### src/rtl/i2c_mem_pkg.sv
// Package: shared state encoding and constants for the serial memory slave.
// Assumes byte-wide transfers on the bus.
package i2c_mem_pkg;

    localparam int          BYTE_BITS = 8;
    localparam logic [3:0]  DEV_CODE  = 4'b1010;

    typedef enum logic [2:0] {
        ST_IDLE,
        ST_CTRL,
        ST_ADDR_HI,
        ST_ADDR_LO,
        ST_WRITE,
        ST_READ
    } slv_state_t;

endpackage

### src/rtl/i2c_line_sync.sv
// Module: i2c_line_sync
// Brings one asynchronous bus line into the clk domain through STAGES
// flops and flags its rising and falling edges one register later.
// Assumes the line is idle high, so every stage resets to 1.
module i2c_line_sync #(
    parameter int STAGES = 2
) (
    input  logic clk,
    input  logic rst_n,
    input  logic line_i,
    output logic line_o,
    output logic rise_o,
    output logic fall_o
);

    // pipe[STAGES-1] is the synchronized level, pipe[STAGES] its previous value
    logic [STAGES:0] pipe;

    // Shift the raw line through the synchronizer chain
    always_ff @(posedge clk) begin
        if (!rst_n) pipe <= {(STAGES + 1){1'b1}};
        else        pipe <= {pipe[STAGES-1:0], line_i};
    end

    assign line_o = pipe[STAGES-1];
    assign rise_o = pipe[STAGES-1] & ~pipe[STAGES];
    assign fall_o = ~pipe[STAGES-1] & pipe[STAGES];

endmodule

### src/rtl/i2c_addr_ptr.sv
// Module: i2c_addr_ptr
// Holds the word address pointer. The high part and the low byte load
// separately from received address bytes, and the pointer advances by one
// with natural wrap at 2**ADDR_W. Assumes at most one request per cycle
// (load high has priority, then load low, then increment).
module i2c_addr_ptr #(
    parameter int ADDR_W = 12
) (
    input  logic              clk,
    input  logic              rst_n,
    input  logic              ld_hi,
    input  logic              ld_lo,
    input  logic              inc,
    input  logic [ADDR_W-9:0] hi_val,
    input  logic [7:0]        lo_val,
    output logic [ADDR_W-1:0] ptr_o
);

    // Update the pointer from address loads or auto-increment
    always_ff @(posedge clk) begin
        if (!rst_n)     ptr_o <= '0;
        else if (ld_hi) ptr_o[ADDR_W-1:8] <= hi_val;
        else if (ld_lo) ptr_o[7:0] <= lo_val;
        else if (inc)   ptr_o <= ptr_o + 1'b1;
    end

endmodule

### src/rtl/i2c_mem_slave.sv
// Module: i2c_mem_slave
// Slave protocol engine for a byte-addressed serial memory. It detects
// start and stop, receives control and address bytes, writes data bytes
// through a strobe port, and returns read bytes on an open-drain enable.
// Assumes clk is at least about 8x faster than the serial clock and that
// mem_rdata is valid combinationally for mem_addr.
module i2c_mem_slave
    import i2c_mem_pkg::*;
#(
    parameter int ADDR_W      = 12,
    parameter int SYNC_STAGES = 2
) (
    input  logic              clk,
    input  logic              rst_n,
    input  logic              scl_i,
    input  logic              sda_i,
    output logic              sda_oe,
    input  logic [2:0]        strap_sel,
    output logic [ADDR_W-1:0] mem_addr,
    output logic [7:0]        mem_wdata,
    output logic              mem_we,
    output logic              mem_re,
    input  logic [7:0]        mem_rdata,
    input  logic              mem_busy
);

    localparam int HI_W  = ADDR_W - 8;
    localparam int CNT_W = $clog2(BYTE_BITS + 1);
    localparam logic [CNT_W-1:0] LAST_BIT = CNT_W'(BYTE_BITS);

    // Line synchronizers: index 0 is the clock line, index 1 the data line
    logic [1:0] raw_lines, sync_lines, rise_lines, fall_lines;
    assign raw_lines = {sda_i, scl_i};

    for (genvar gi = 0; gi < 2; gi++) begin : g_sync
        i2c_line_sync #(.STAGES(SYNC_STAGES)) u_sync (
            .clk    (clk),
            .rst_n  (rst_n),
            .line_i (raw_lines[gi]),
            .line_o (sync_lines[gi]),
            .rise_o (rise_lines[gi]),
            .fall_o (fall_lines[gi])
        );
    end

    logic scl_s, sda_s, scl_rise, scl_fall, start_det, stop_det;
    assign scl_s     = sync_lines[0];
    assign sda_s     = sync_lines[1];
    assign scl_rise  = rise_lines[0];
    assign scl_fall  = fall_lines[0];
    assign start_det = fall_lines[1] & scl_s;
    assign stop_det  = rise_lines[1] & scl_s;

    slv_state_t       state;
    logic [CNT_W-1:0] bit_cnt;
    logic             in_ack;
    logic             ack_bit;
    logic [7:0]       shreg;
    logic [7:0]       tx;
    logic             ptr_ld_hi, ptr_ld_lo, ptr_inc;

    // Acceptance of the byte just received
    logic ctrl_match, ack_ok;
    assign ctrl_match = (shreg[7:4] == DEV_CODE) && (shreg[3:1] == strap_sel);
    assign ack_ok     = !mem_busy && ((state != ST_CTRL) || ctrl_match);

    i2c_addr_ptr #(.ADDR_W(ADDR_W)) u_ptr (
        .clk    (clk),
        .rst_n  (rst_n),
        .ld_hi  (ptr_ld_hi),
        .ld_lo  (ptr_ld_lo),
        .inc    (ptr_inc),
        .hi_val (shreg[HI_W-1:0]),
        .lo_val (shreg),
        .ptr_o  (mem_addr)
    );

    // Protocol sequencer: bit counting, acknowledge slots and strobes
    always_ff @(posedge clk) begin
        if (!rst_n) begin
            state     <= ST_IDLE;
            bit_cnt   <= '0;
            in_ack    <= 1'b0;
            ack_bit   <= 1'b1;
            shreg     <= '0;
            tx        <= '0;
            sda_oe    <= 1'b0;
            mem_we    <= 1'b0;
            mem_re    <= 1'b0;
            mem_wdata <= '0;
            ptr_ld_hi <= 1'b0;
            ptr_ld_lo <= 1'b0;
            ptr_inc   <= 1'b0;
        end else begin
            mem_we    <= 1'b0;
            mem_re    <= 1'b0;
            ptr_ld_hi <= 1'b0;
            ptr_ld_lo <= 1'b0;
            ptr_inc   <= 1'b0;
            if (start_det) begin
                state   <= ST_CTRL;
                bit_cnt <= '0;
                in_ack  <= 1'b0;
                sda_oe  <= 1'b0;
            end else if (stop_det) begin
                state  <= ST_IDLE;
                in_ack <= 1'b0;
                sda_oe <= 1'b0;
            end else if (state != ST_IDLE) begin
                if (scl_rise) begin
                    if (in_ack) begin
                        ack_bit <= sda_s;
                    end else if (bit_cnt != LAST_BIT) begin
                        shreg   <= {shreg[6:0], sda_s};
                        bit_cnt <= bit_cnt + 1'b1;
                    end
                end else if (scl_fall) begin
                    if (in_ack) begin
                        // End of the ninth clock: next byte or stop reading
                        in_ack  <= 1'b0;
                        bit_cnt <= '0;
                        sda_oe  <= 1'b0;
                        if (state == ST_READ) begin
                            if (ack_bit) begin
                                state <= ST_IDLE;
                            end else begin
                                tx      <= mem_rdata;
                                mem_re  <= 1'b1;
                                ptr_inc <= 1'b1;
                                sda_oe  <= ~mem_rdata[7];
                            end
                        end
                    end else if (bit_cnt == LAST_BIT) begin
                        // Start of the ninth clock: decide on acknowledge
                        in_ack <= 1'b1;
                        if (state == ST_READ) begin
                            sda_oe <= 1'b0;
                        end else if (!ack_ok) begin
                            state  <= ST_IDLE;
                            sda_oe <= 1'b0;
                        end else begin
                            sda_oe <= 1'b1;
                            unique case (state)
                                ST_CTRL:    state <= shreg[0] ? ST_READ : ST_ADDR_HI;
                                ST_ADDR_HI: begin
                                    ptr_ld_hi <= 1'b1;
                                    state     <= ST_ADDR_LO;
                                end
                                ST_ADDR_LO: begin
                                    ptr_ld_lo <= 1'b1;
                                    state     <= ST_WRITE;
                                end
                                ST_WRITE: begin
                                    mem_we    <= 1'b1;
                                    mem_wdata <= shreg;
                                    ptr_inc   <= 1'b1;
                                end
                                default: state <= ST_IDLE;
                            endcase
                        end
                    end else if (state == ST_READ) begin
                        sda_oe <= ~tx[3'(4'd7 - 4'(bit_cnt))];
                    end
                end
            end
        end
    end

endmodule

### config.mk
export PLATFORM = sky130hd
export DESIGN_NAME = i2c_mem_slave
export DESIGN_NICKNAME = d
export VERILOG_FILES = /design/src/rtl/i2c_mem_pkg.sv /design/src/rtl/i2c_line_sync.sv /design/src/rtl/i2c_addr_ptr.sv /design/src/rtl/i2c_mem_slave.sv
export SDC_FILE = /design/constraint.sdc
export NUM_CORES = 1
export LEC_CHECK = 0
export BUFFER_PORTS_ARGS = -buffer_cell sky130_fd_sc_hd__buf_2
export CORE_MARGIN = 2
export CORE_UTILIZATION = 56
export DETAILED_ROUTE_END_ITERATION = 10
export GPL_TIMING_DRIVEN = 0
export MAX_ROUTING_LAYER = met4
export PLACE_DENSITY_LB_ADDON = 0.2
export REMOVE_ABC_BUFFERS = 1
export SETUP_SLACK_MARGIN = 0.5
export SYNTH_ARGS = -nofsm -noshare
export SYNTH_HDL_FRONTEND = slang
export SYNTH_SLANG_ARGS = --single-unit
### constraint.sdc
create_clock -name clk -period 2.95 [get_ports clk]
set_clock_uncertainty 0.1 [all_clocks]
set_input_delay 0.4425 -clock clk [delete_from_list [all_inputs] [get_ports clk]]
set_output_delay 0.4425 -clock clk [all_outputs]
set_load 0.02 [all_outputs]
==> out/qor.txt <==
Status: completed
Startpoint class of the critical path: flop
Synth cell count leaders: 57 x dfxtp_1, 38 x nor2_1, 32 x a21oi_1
Num rows: 25
Top delay family on crit path: simple AND/OR/NAND/NOR gates
Area growth, synth to finish: 15.49%
Final-stage net count: 369
Core area: 4661 um2
Hold path endpoint: g_sync[0].u_sync.pipe[0]$_SDFF_PN1_
Final hold vios: 0
Worst slew pin tran: 1008 ps
DRC viols: 0
R2R Setup Slk: 720 ps
Number of synthesized flops with an enable pin: 0
# setup viols final: 0
DIE WIDTH: 72.89 um
Total wire length: 5596 um
#FFs+latches synth: 57
Max VDD drop: 315.7 uV
PwrDens: 498.6 nW/um2
Top Ports: 39
Mapped cell area: 2658 um2
Initial core utilization: 57.02%
Post-synth ARST share: 0%
Ys Warns: 0
Ys flop type: dfxtp_1
Worst path cell trace: nor3_1 > nor2_1 > nand4b_1 > mux2i_1 > nor2_1
Largest net degree at the start of global routing: 37
Final HPWL DP: 3899 um
Crit Reg-Reg Startpoint: state[0]$_SDFFE_PN0P_
Die Ht: 72.89 um
Reg2reg path depth: 5
H-tree depth: 3
Clock tree buffer depth: 2
Worst r2r dst: tx[2]$_SDFFE_PN0P_
WP data arrival: 2300 ps
Sequential area share after synthesis: 42.94%
Max Fclk: 0.4490 GHz
Fin util: 65.85%
Distinct cells, synth: 50
Sum of buffers and inverters on the critical path: 0
Gr ovfl total: 0
Clk root buf: clkbuf_8
CP Class: reg -> reg
Hold_sp: scl_i
First-pass GRT wire length: 9266 um
Insertion delay to the later sink of the worst-skew pair: 320 ps
Slew headroom: 32.40%
Final ANT Viol Nets: 0
Clock-pin slew on the worst setup and hold paths: 60 ps
Max-slew violation count: 0
Leak: 1.259 nW
WHS: 204.7 ps
GRT Util Overall: 23.04%
Fin crit period: 2227 ps
Total CTS buffers: 9
Area of the die: 5313 um2
Critical Path Max Stage Delay: 580 ps
CTS tree: done
Initial antenna violation count: 0
CP max FO: 11
Top-count cell post-synth: dfxtp_1
Fillers: 429
Vias per cell: 5.733
# Max-Cap Violations: 0
Initial DRC count: 123
RSZ-0062 raised after global routing: no
Final worst path period share: 75.50%
Vias in the first global route: 2058
Ant diodes: 0
Critical Path Most Common Cell: nor2_1
Post-Syn Area per Cell: 8.437 um2
Gpl congestion: 0.8511
Ranking of synthesized cells by area: dfxtp_1 43%, a21oi_1 6.0%, nor2_1 5.4%
CTS sink count: 57
Synth top area share: 42.94%
First drt pass iteration count: 5
IO buf count: 38
Cells on Worst Hold Path: 2
Hold Path Class: in -> reg
Slowest cell on crit path: nand4b_1
Post-Route Setup TNS: 0 ps
CP Capture Type: flop
Share of cells above drive strength 1: 18.03%
Synth area leader: dfxtp_1
Worst EP required: 3030 ps
Routed wire length per instance: 13.68 um
Vias: 2345
Cells after synthesis: 315
## registers in the layout, indices dropped and copies added, names as in the netlist
| register | count |
|---|---|
| tx | 8 |
| ptr_inc | 1 |
| shreg | 8 |
| ptr_ld_lo | 1 |
| mem_wdata | 8 |
| ptr_ld_hi | 1 |
| ack_bit | 1 |
| sda_oe | 1 |
| mem_re | 1 |
| in_ack | 1 |
| mem_we | 1 |
| state | 3 |
| u_ptr.ptr_o | 12 |
| bit_cnt | 4 |
| g_sync.u_sync.pipe | 6 |
## placed cells by master, fill, tap and decap left out, drive strengths merged, types with 2 or more instances in the layout
cell and n:
nand2b 15, mux2i 14, o22ai 2, a31oi 4, clkinv 3, dfxtp 57
or4 2, nand4 2, buf 39, o211a 4, nand3b 3, nor2 38
nor3 7, or3 4, and3 6, nand2 27, o21ai 12, nand3 27
mux2 3, a211oi 2, xnor2 6, ha 3, clkbuf 13, a21oi 32
and3b 3, inv 5, xor2 4, a22oi 2
## what timing repair did
| item | in CTS | in global routing |
|---|---|---|
| setup endpoints to repair | 10 | 17 |
| hold buffers | 0 | 0 |
| setup buffers | 0 | 0 |
| gates resized for setup | 1 | 2 |
| endpoints found under the hold margin | 0 | 0 |
## cells by family after synthesis
logic type | Yosys count | synth area share (%)
and+or+nand+nor | 142 | 27.17
AOI/OAI and AO/OA | 64 | 14.45
DFF | 57 | 42.94
buffers and inverters | 21 | 3.342
muxes | 18 | 7.391
xor gates and xnor gates | 10 | 3.296
adders and majority gates | 3 | 1.413
## per-stage QoR
step           instance area (um2)  power [W]  instances  setup slack [ps]
6_report                      3069   0.001530        409             722.7
5_1_grt                       3069   0.001583        409             522.5
4_1_cts                       3057   0.001543        409             564.5
3_5_place_dp                  2863  0.0008478        393             119.0
3_3_place_gp                  2849  0.0008464        392            -65.31
2_1_floorplan                 2591  0.0008237        300             678.8
## metal layers
metal  wire, um  vias to the layer above  track usage, %
li1           -                     1183               -
met1       2721                     1105           29.78
met2       2586                       51           36.06
met3        225                        6           3.729
met4         63                        0           9.259
met5          0                        -               -
## how the worst max path moves through the flow
stage | cells after the start | to | start | slack (ps)
after floorplan | 4 | mem_wdata[0]$_SDFFE_PN0P_ | in_ack$_SDFFE_PP0P_ | 680
after CTS | 7 | mem_wdata[1]$_SDFFE_PN0P_ | bit_cnt[1]$_SDFFE_PP0P_ | 560
after global placement | 5 | mem_wdata[1]$_SDFFE_PN0P_ | mem_busy | -70
after global routing | 5 | bit_cnt[1]$_SDFFE_PP0P_ | rst_n | 520
after detailed placement | 7 | mem_wdata[4]$_SDFFE_PN0P_ | bit_cnt[1]$_SDFFE_PP0P_ | 120
final | 5 | tx[2]$_SDFFE_PN0P_ | state[0]$_SDFFE_PN0P_ | 720
## power by group
part / internal [W] / switching [W] / leakage, nW
Sequential: 0.000774 / 0.00000596 / 0.460
Clock: 0.000411 / 0.000287 / 0.0974
Combinational: 0.0000186 / 0.0000335 / 0.702
Total: 0.00120 / 0.000326 / 1.26
## worst reg2reg max path, delay by kind of cell, from the launching register on
kind             cells  cell delay (ps)
flip-flops           1              530
multiplexers         1              360
AND/OR/NAND/NOR      4             1110
## final cells by class
cell class	instances	area [um2]	area share (%)
Clock buffer	13	148.9	4.851
Clock inverter	3	40.04	1.305
Sequential cell	57	1141	37.18
Inverter	6	22.52	0.7338
Multi-Input combinational cell	237	1451	47.29
Tap cell	54	67.56	2.201
Timing Repair Buffer	39	197.7	6.441
Power figures use the tool's default switching activity.
